### config.mk
export PLATFORM = sky130hd
export DESIGN_NAME = lpm_seq
export DESIGN_NICKNAME = d
export VERILOG_FILES = /design/src/rtl/lpm_pkg.sv /design/src/rtl/lpm_req_arb.sv /design/src/rtl/lpm_timer.sv /design/src/rtl/lpm_fsm.sv /design/src/rtl/lpm_seq.sv
export SDC_FILE = /design/constraint.sdc
export NUM_CORES = 1
export LEC_CHECK = 0
export ABC_AREA = 1
export CORE_ASPECT_RATIO = 0.7
export CORE_MARGIN = 1
export CORE_UTILIZATION = 35
export DETAILED_ROUTE_END_ITERATION = 10
export PLACE_DENSITY_LB_ADDON = 0.3
export REMOVE_ABC_BUFFERS = 1
export SETUP_SLACK_MARGIN = 0.1
export SYNTH_ARGS = -nofsm -noshare
export SYNTH_HDL_FRONTEND = slang
export SYNTH_HIERARCHICAL = 1
export SYNTH_SLANG_ARGS = --single-unit
### constraint.sdc
create_clock -name clk -period 3.95 [get_ports clk]
set_clock_uncertainty 0.15 [all_clocks]
set_input_delay 1.185 -clock clk [delete_from_list [all_inputs] [get_ports clk]]
set_output_delay 1.185 -clock clk [all_outputs]
set_load 0.01 [all_outputs]
### src/rtl/lpm_pkg.sv
package lpm_pkg;

  typedef enum logic [4:0] {
    S_ACT,
    S_PD_EP, S_PD_EW, S_PD, S_PD_XP, S_PD_XW,
    S_SR_EP, S_SR_EW, S_SR, S_SR_XP, S_SR_XW,
    S_DP_EP, S_DP_EW, S_DP, S_DP_TM, S_DP_XP, S_DP_XW,
    S_INIT
  } lpm_state_e;

  typedef enum logic [1:0] {
    M_NONE = 2'b00,
    M_PD   = 2'b01,
    M_SR   = 2'b10,
    M_DP   = 2'b11
  } lpm_mode_e;

endpackage

### src/rtl/lpm_req_arb.sv
module lpm_req_arb (
  input  logic pd_en,
  input  logic sr_req,
  input  logic dpd_en,
  input  logic buf_empty,
  input  logic txn_valid,
  input  logic ref_req,
  output logic pd_idle,
  output logic sr_go,
  output logic dp_go,
  output logic pd_leave,
  output logic sr_leave,
  output logic dp_leave
);

  logic quiet;

  always_comb begin
    quiet    = buf_empty & ~txn_valid;
    dp_go    = dpd_en & quiet;
    sr_go    = sr_req & quiet & ~dp_go;
    pd_idle  = pd_en & quiet & ~ref_req;
    // higher-priority requests also pull the device out of a lower mode
    pd_leave = txn_valid | ref_req | ~pd_en | sr_req | dpd_en;
    sr_leave = txn_valid | dpd_en;
    dp_leave = ~dpd_en;
  end

endmodule

### src/rtl/lpm_timer.sv
module lpm_timer #(
  parameter int CW = 16
) (
  input  logic          clk,
  input  logic          rst_n,
  input  logic          run,
  input  logic [CW-1:0] thr,
  output logic          hit
);

  logic [CW-1:0] cnt_q;
  logic [CW-1:0] cnt_d;
  logic          cnt_en;

  always_comb begin
    cnt_en = run | (cnt_q != '0);
    cnt_d  = run ? cnt_q + 1'b1 : '0;
    hit    = ({1'b0, cnt_q} + {{CW{1'b0}}, 1'b1}) >= {1'b0, thr};
  end

  always_ff @(posedge clk or negedge rst_n) begin
    if (!rst_n) begin
      cnt_q <= '0;
    end else if (cnt_en) begin
      cnt_q <= cnt_d;
    end
  end

endmodule

### src/rtl/lpm_fsm.sv
module lpm_fsm
  import lpm_pkg::*;
(
  input  logic       clk,
  input  logic       rst_n,
  input  logic       pd_idle,
  input  logic       sr_go,
  input  logic       dp_go,
  input  logic       pd_leave,
  input  logic       sr_leave,
  input  logic       dp_leave,
  input  logic       tmr_hit,
  input  logic       cmd_done,
  input  logic       init_done,
  output logic       tmr_run,
  output logic       tmr_sel,
  output logic       enter_pulse,
  output logic       exit_pulse,
  output logic [1:0] pulse_mode,
  output logic       mode_pd,
  output logic       mode_sr,
  output logic       mode_dpd,
  output logic       init_req,
  output logic       cmd_hold
);

  lpm_state_e st_q, st_d;

  always_comb begin
    st_d = st_q;
    unique case (st_q)
      S_ACT: begin
        if (dp_go)                  st_d = S_DP_EP;
        else if (sr_go)             st_d = S_SR_EP;
        else if (pd_idle & tmr_hit) st_d = S_PD_EP;
      end
      S_PD_EP: st_d = S_PD_EW;
      S_PD_EW: if (cmd_done) st_d = S_PD;
      S_PD:    if (pd_leave) st_d = S_PD_XP;
      S_PD_XP: st_d = S_PD_XW;
      S_PD_XW: if (cmd_done) st_d = S_ACT;
      S_SR_EP: st_d = S_SR_EW;
      S_SR_EW: if (cmd_done) st_d = S_SR;
      S_SR:    if (sr_leave) st_d = S_SR_XP;
      S_SR_XP: st_d = S_SR_XW;
      S_SR_XW: if (cmd_done) st_d = S_ACT;
      S_DP_EP: st_d = S_DP_EW;
      S_DP_EW: if (cmd_done) st_d = S_DP;
      S_DP:    if (dp_leave) st_d = S_DP_TM;
      S_DP_TM: if (tmr_hit) st_d = S_DP_XP;
      S_DP_XP: st_d = S_DP_XW;
      S_DP_XW: if (cmd_done) st_d = S_INIT;
      S_INIT:  if (init_done) st_d = S_ACT;
      default: st_d = S_ACT;
    endcase
  end

  always_ff @(posedge clk or negedge rst_n) begin
    if (!rst_n) begin
      st_q <= S_ACT;
    end else begin
      st_q <= st_d;
    end
  end

  always_comb begin
    tmr_sel     = (st_q == S_DP_TM);
    tmr_run     = ((st_q == S_ACT) & pd_idle) | tmr_sel;
    enter_pulse = (st_q == S_PD_EP) | (st_q == S_SR_EP) | (st_q == S_DP_EP);
    exit_pulse  = (st_q == S_PD_XP) | (st_q == S_SR_XP) | (st_q == S_DP_XP);
    unique case (st_q)
      S_PD_EP, S_PD_XP: pulse_mode = M_PD;
      S_SR_EP, S_SR_XP: pulse_mode = M_SR;
      S_DP_EP, S_DP_XP: pulse_mode = M_DP;
      default:          pulse_mode = M_NONE;
    endcase
    mode_pd  = (st_q == S_PD) | (st_q == S_PD_XP) | (st_q == S_PD_XW);
    mode_sr  = (st_q == S_SR) | (st_q == S_SR_XP) | (st_q == S_SR_XW);
    mode_dpd = (st_q == S_DP) | (st_q == S_DP_TM) | (st_q == S_DP_XP) |
               (st_q == S_DP_XW);
    init_req = (st_q == S_INIT);
    cmd_hold = mode_dpd | init_req | (st_q == S_DP_EP) | (st_q == S_DP_EW);
  end

endmodule

### src/rtl/lpm_seq.sv
module lpm_seq #(
  parameter int TW = 6
) (
  input  logic          clk,
  input  logic          rst_n,
  input  logic          pd_en,
  input  logic          sr_req,
  input  logic          dpd_en,
  input  logic [TW-1:0] pd_idle_x32,
  input  logic [TW-1:0] dpd_wait_x1024,
  input  logic          buf_empty,
  input  logic          txn_valid,
  input  logic          ref_req,
  input  logic          cmd_done,
  input  logic          init_done,
  output logic          enter_pulse,
  output logic          exit_pulse,
  output logic [1:0]    pulse_mode,
  output logic          init_req,
  output logic          mode_pd,
  output logic          mode_sr,
  output logic          mode_dpd,
  output logic          cmd_hold
);

  localparam int PD_SH = 5;
  localparam int DP_SH = 10;
  localparam int CW    = TW + DP_SH;

  logic pd_idle, sr_go, dp_go, pd_leave, sr_leave, dp_leave;
  logic tmr_run, tmr_sel, tmr_hit;
  logic [CW-1:0] pd_thr, dp_thr, thr;

  always_comb begin
    pd_thr = {{(DP_SH - PD_SH){1'b0}}, pd_idle_x32, {PD_SH{1'b0}}};
    dp_thr = {dpd_wait_x1024, {DP_SH{1'b0}}};
    thr    = tmr_sel ? dp_thr : pd_thr;
  end

  lpm_req_arb arb_i (
    .pd_en     (pd_en),
    .sr_req    (sr_req),
    .dpd_en    (dpd_en),
    .buf_empty (buf_empty),
    .txn_valid (txn_valid),
    .ref_req   (ref_req),
    .pd_idle   (pd_idle),
    .sr_go     (sr_go),
    .dp_go     (dp_go),
    .pd_leave  (pd_leave),
    .sr_leave  (sr_leave),
    .dp_leave  (dp_leave)
  );

  lpm_timer #(.CW(CW)) tmr_i (
    .clk   (clk),
    .rst_n (rst_n),
    .run   (tmr_run),
    .thr   (thr),
    .hit   (tmr_hit)
  );

  lpm_fsm fsm_i (
    .clk         (clk),
    .rst_n       (rst_n),
    .pd_idle     (pd_idle),
    .sr_go       (sr_go),
    .dp_go       (dp_go),
    .pd_leave    (pd_leave),
    .sr_leave    (sr_leave),
    .dp_leave    (dp_leave),
    .tmr_hit     (tmr_hit),
    .cmd_done    (cmd_done),
    .init_done   (init_done),
    .tmr_run     (tmr_run),
    .tmr_sel     (tmr_sel),
    .enter_pulse (enter_pulse),
    .exit_pulse  (exit_pulse),
    .pulse_mode  (pulse_mode),
    .mode_pd     (mode_pd),
    .mode_sr     (mode_sr),
    .mode_dpd    (mode_dpd),
    .init_req    (init_req),
    .cmd_hold    (cmd_hold)
  );

endmodule

==> metrics.cfg <==
[drt]
avgViaCountPerCell=4.613
wl_um=5641
drc=0
met1_length_um=3058
drtIter0Drc=211
wl_met3_um=307
met2_wirelength_um=2230
drt_pass1_iterations=5
antenna_left=0
dr_total_vias=2422
highest_layer=met4
wl_per_cell_um=10.74

[global_routing]
grt.total_usage=0.1637
grt_pass1_wl_um=9349
grt_pass1_vias=2141
grt-ovfl-total=0
antenna_found_initial=0
grt_max_degree=22

[floorplanning]
pin_count=31
die_w_um=99.99
core_area_mm2=0.006366
die_h_um=70.59
die_area_mm2=0.007058
num_rows=24
initial_core_util=0.3695

[min_path]
min_path_type=reg -> reg
min_from=tmr_i/cnt_q[1]
hold_path_depth=2
hold-path-endpoint=tmr_i/cnt_q[1]

[clock_tree]
cts_sinks=21
cts_max_level=1
post_cts_buffers=0
cts_root_buf=clkbuf_8
cts-resized-gates=0
cts.path.max_buffers=2
cts_tree=yes
cts_hold_buf=0
cts_buffers=3
path_clk_slew_ps=80
clock_latency_ps=260

[worst_setup_path]
path_class=reg -> out
path_delay_family=simple AND/OR/NAND/NOR gates
crit_top_cell=nand2_1
rr_worst_depth=21
startpoint_type=flip-flop
rrSetupSlack_ps=670
timing.rr.start=fsm_i/st_q[0]
critical_path.slowest_cell=dfrtp_1
crit_fanout=7
worstPathRequired_ps=2610
cp.buffers_inverters=1
rr_endpoint=fsm_i/st_q[4]
cp.arrival_ps=2150
cp_cell_sequence=nand2_1 -> nor2_1 -> nand3_1 -> nand2_1 -> nor2_1 -> nand2_1 -> clkdlybuf4s50_1
slowest_delay_ps=530
cp-end-kind=primary output

[timing]
max_slew_margin=0.3770
setup_tns_ps=0
final_max_slew_viol_count=0
fin_ws_ps=464.9
setup_viol=0
tightestPinTransition_ps=931.6
rsz0062_at_grt=false
hold_violations=0
period_share=0.8823
fmax_mhz=286.9
min_period_ps=3485

[final_layout]
utilization=0.4410
layout_commonest_cell=nand2_1
syn2layout_area_growth_pct=19.36
num-nets-final=475
drive_gt1_frac=0.07834
layout_common_cells=nand2_1, inv_1, nor2_1
diodes=0
fillers=696

[outcome]
status=finished, final reports clean

[yosys]
synth_top_cell_area_share=0.2234
synth_cells=399
synth.distinct_cells=30
avgSynthCellArea_um2=5.895
yosys_register_bits=21
syn_area_mm2=0.002352
ys_warn_count=6
yosysTopAreaCell=dfrtp_1
ys_seq_area_frac=0.2234
synth_area_leaders=dfrtp_1, nand2_1, inv_1

[placed_design]
gp_congestion=0.9292
port_buffers=30
dp_hpwl_um=4653
pre_cts_slack_ps=280.5

[power]
power.total_w=0.001002
p_int_w=0.0005340
p_leak_nw=1.595
powerDensity_mw_per_mm2=356.9
clkPwrFrac=0.141
peakVddDrop_mv=0.1179
comb_power_share=0.565
p_sw_w=0.0004682
p_seq_frac=0.295
switching_share=0.4672

[job]
drv_cap=0

[worst max-delay path by stage]
stage                                 start  cells past startpoint  slack, ps             to
after global routing      dpd_wait_x1024[2]                     20        230  fsm_i/st_q[2]
after global placement    dpd_wait_x1024[0]                     20        330  fsm_i/st_q[4]
final                         fsm_i/st_q[1]                      7        460       cmd_hold
after CTS                     fsm_i/st_q[1]                      7        540       cmd_hold
after detailed placement  dpd_wait_x1024[0]                     20        280  fsm_i/st_q[1]
after floorplan           dpd_wait_x1024[0]                     19        940  fsm_i/st_q[4]
[cell type report]
type | count | area (um^2) | area share
multi-input combinational | 290 | 1484 | 0.5285
sequential | 21 | 525.5 | 0.1872
inverter | 88 | 330.3 | 0.1176
timing repair buffer | 31 | 307.8 | 0.1096
tap | 91 | 113.9 | 0.04055
clock buffer | 3 | 41.29 | 0.01471
clock inverter | 1 | 5.005 | 0.001783
[Yosys cell counts]
master	number
nor3_1	6
nand3_2	4
nand3_1	31
nand2_2	6
nor3_2	2
nor2_4	1
dfrtp_1	21
o21ai_1	1
and3_1	1
o211ai_1	1
clkbuf_1	1
buf_6	1
o21ai_2	1
a21oi_1	9
o22ai_1	1
o21ai_0	4
inv_1	80
xor2_1	8
nor2_1	65
ha_1	18
buf_2	1
nand2_1	104
conb_1	1
nand4_1	6
inv_2	8
nor2_2	7
nand3b_1	4
and2_1	2
nor4_1	3
buf_4	1
[worst register-to-register path: cells and delay by family (launching register included)]
kind                       cells  cell delay [ps]
adders and majority gates      1              280
buffers and inverters          2              160
DFF                            1              480
and+or+nand+nor               18             2170
[per-layer routing]
layer	global-route usage	vias to the layer above
li1	-	1280
met1	0.2564	1054
met2	0.2429	82
met3	0.008893	6
met4	0.04348	0
met5	0	-
[cells by family (layout without fill, tap and decap cells)]
kind of cell / Yosys count / count (layout) / synth area share
and+or+nand+nor: 242 / 242 / 0.4580
buffers and inverters: 92 / 123 / 0.1521
DFF: 21 / 21 / 0.2234
adders and majority gates: 18 / 18 / 0.09575
AOI/OAI and AO/OA: 17 / 17 / 0.03936
xor gates and xnor gates: 8 / 8 / 0.02979
other: 1 / 5 / 0.001594
[per-stage QoR]
stage               cell area, um^2  cells  hold slack, ps
floorplan                      2340    399           382.2
global placement               2761    521           420.4
detailed placement             2761    521           420.7
CTS                            2808    525           440.7
global route                   2808    525           488.7
finish                         2808    525           441.2
[power groups by stage]
stage                     Sequential, W  Clock, W  Combinational, W
after CTS                      0.000293  0.000148          0.000561
final                          0.000295  0.000141          0.000566
after detailed placement       0.000297         0          0.000560
after global routing           0.000300  0.000154          0.000638
after global placement         0.000298         0          0.000558
after floorplan                0.000284         0          0.000374
[flip-flops by register name (all words and copies together) (netlist names)]
signal       cells
tmr_i/cnt_q     16
fsm_i/st_q       5
Note: power is estimated with default switching activity, not from simulation.
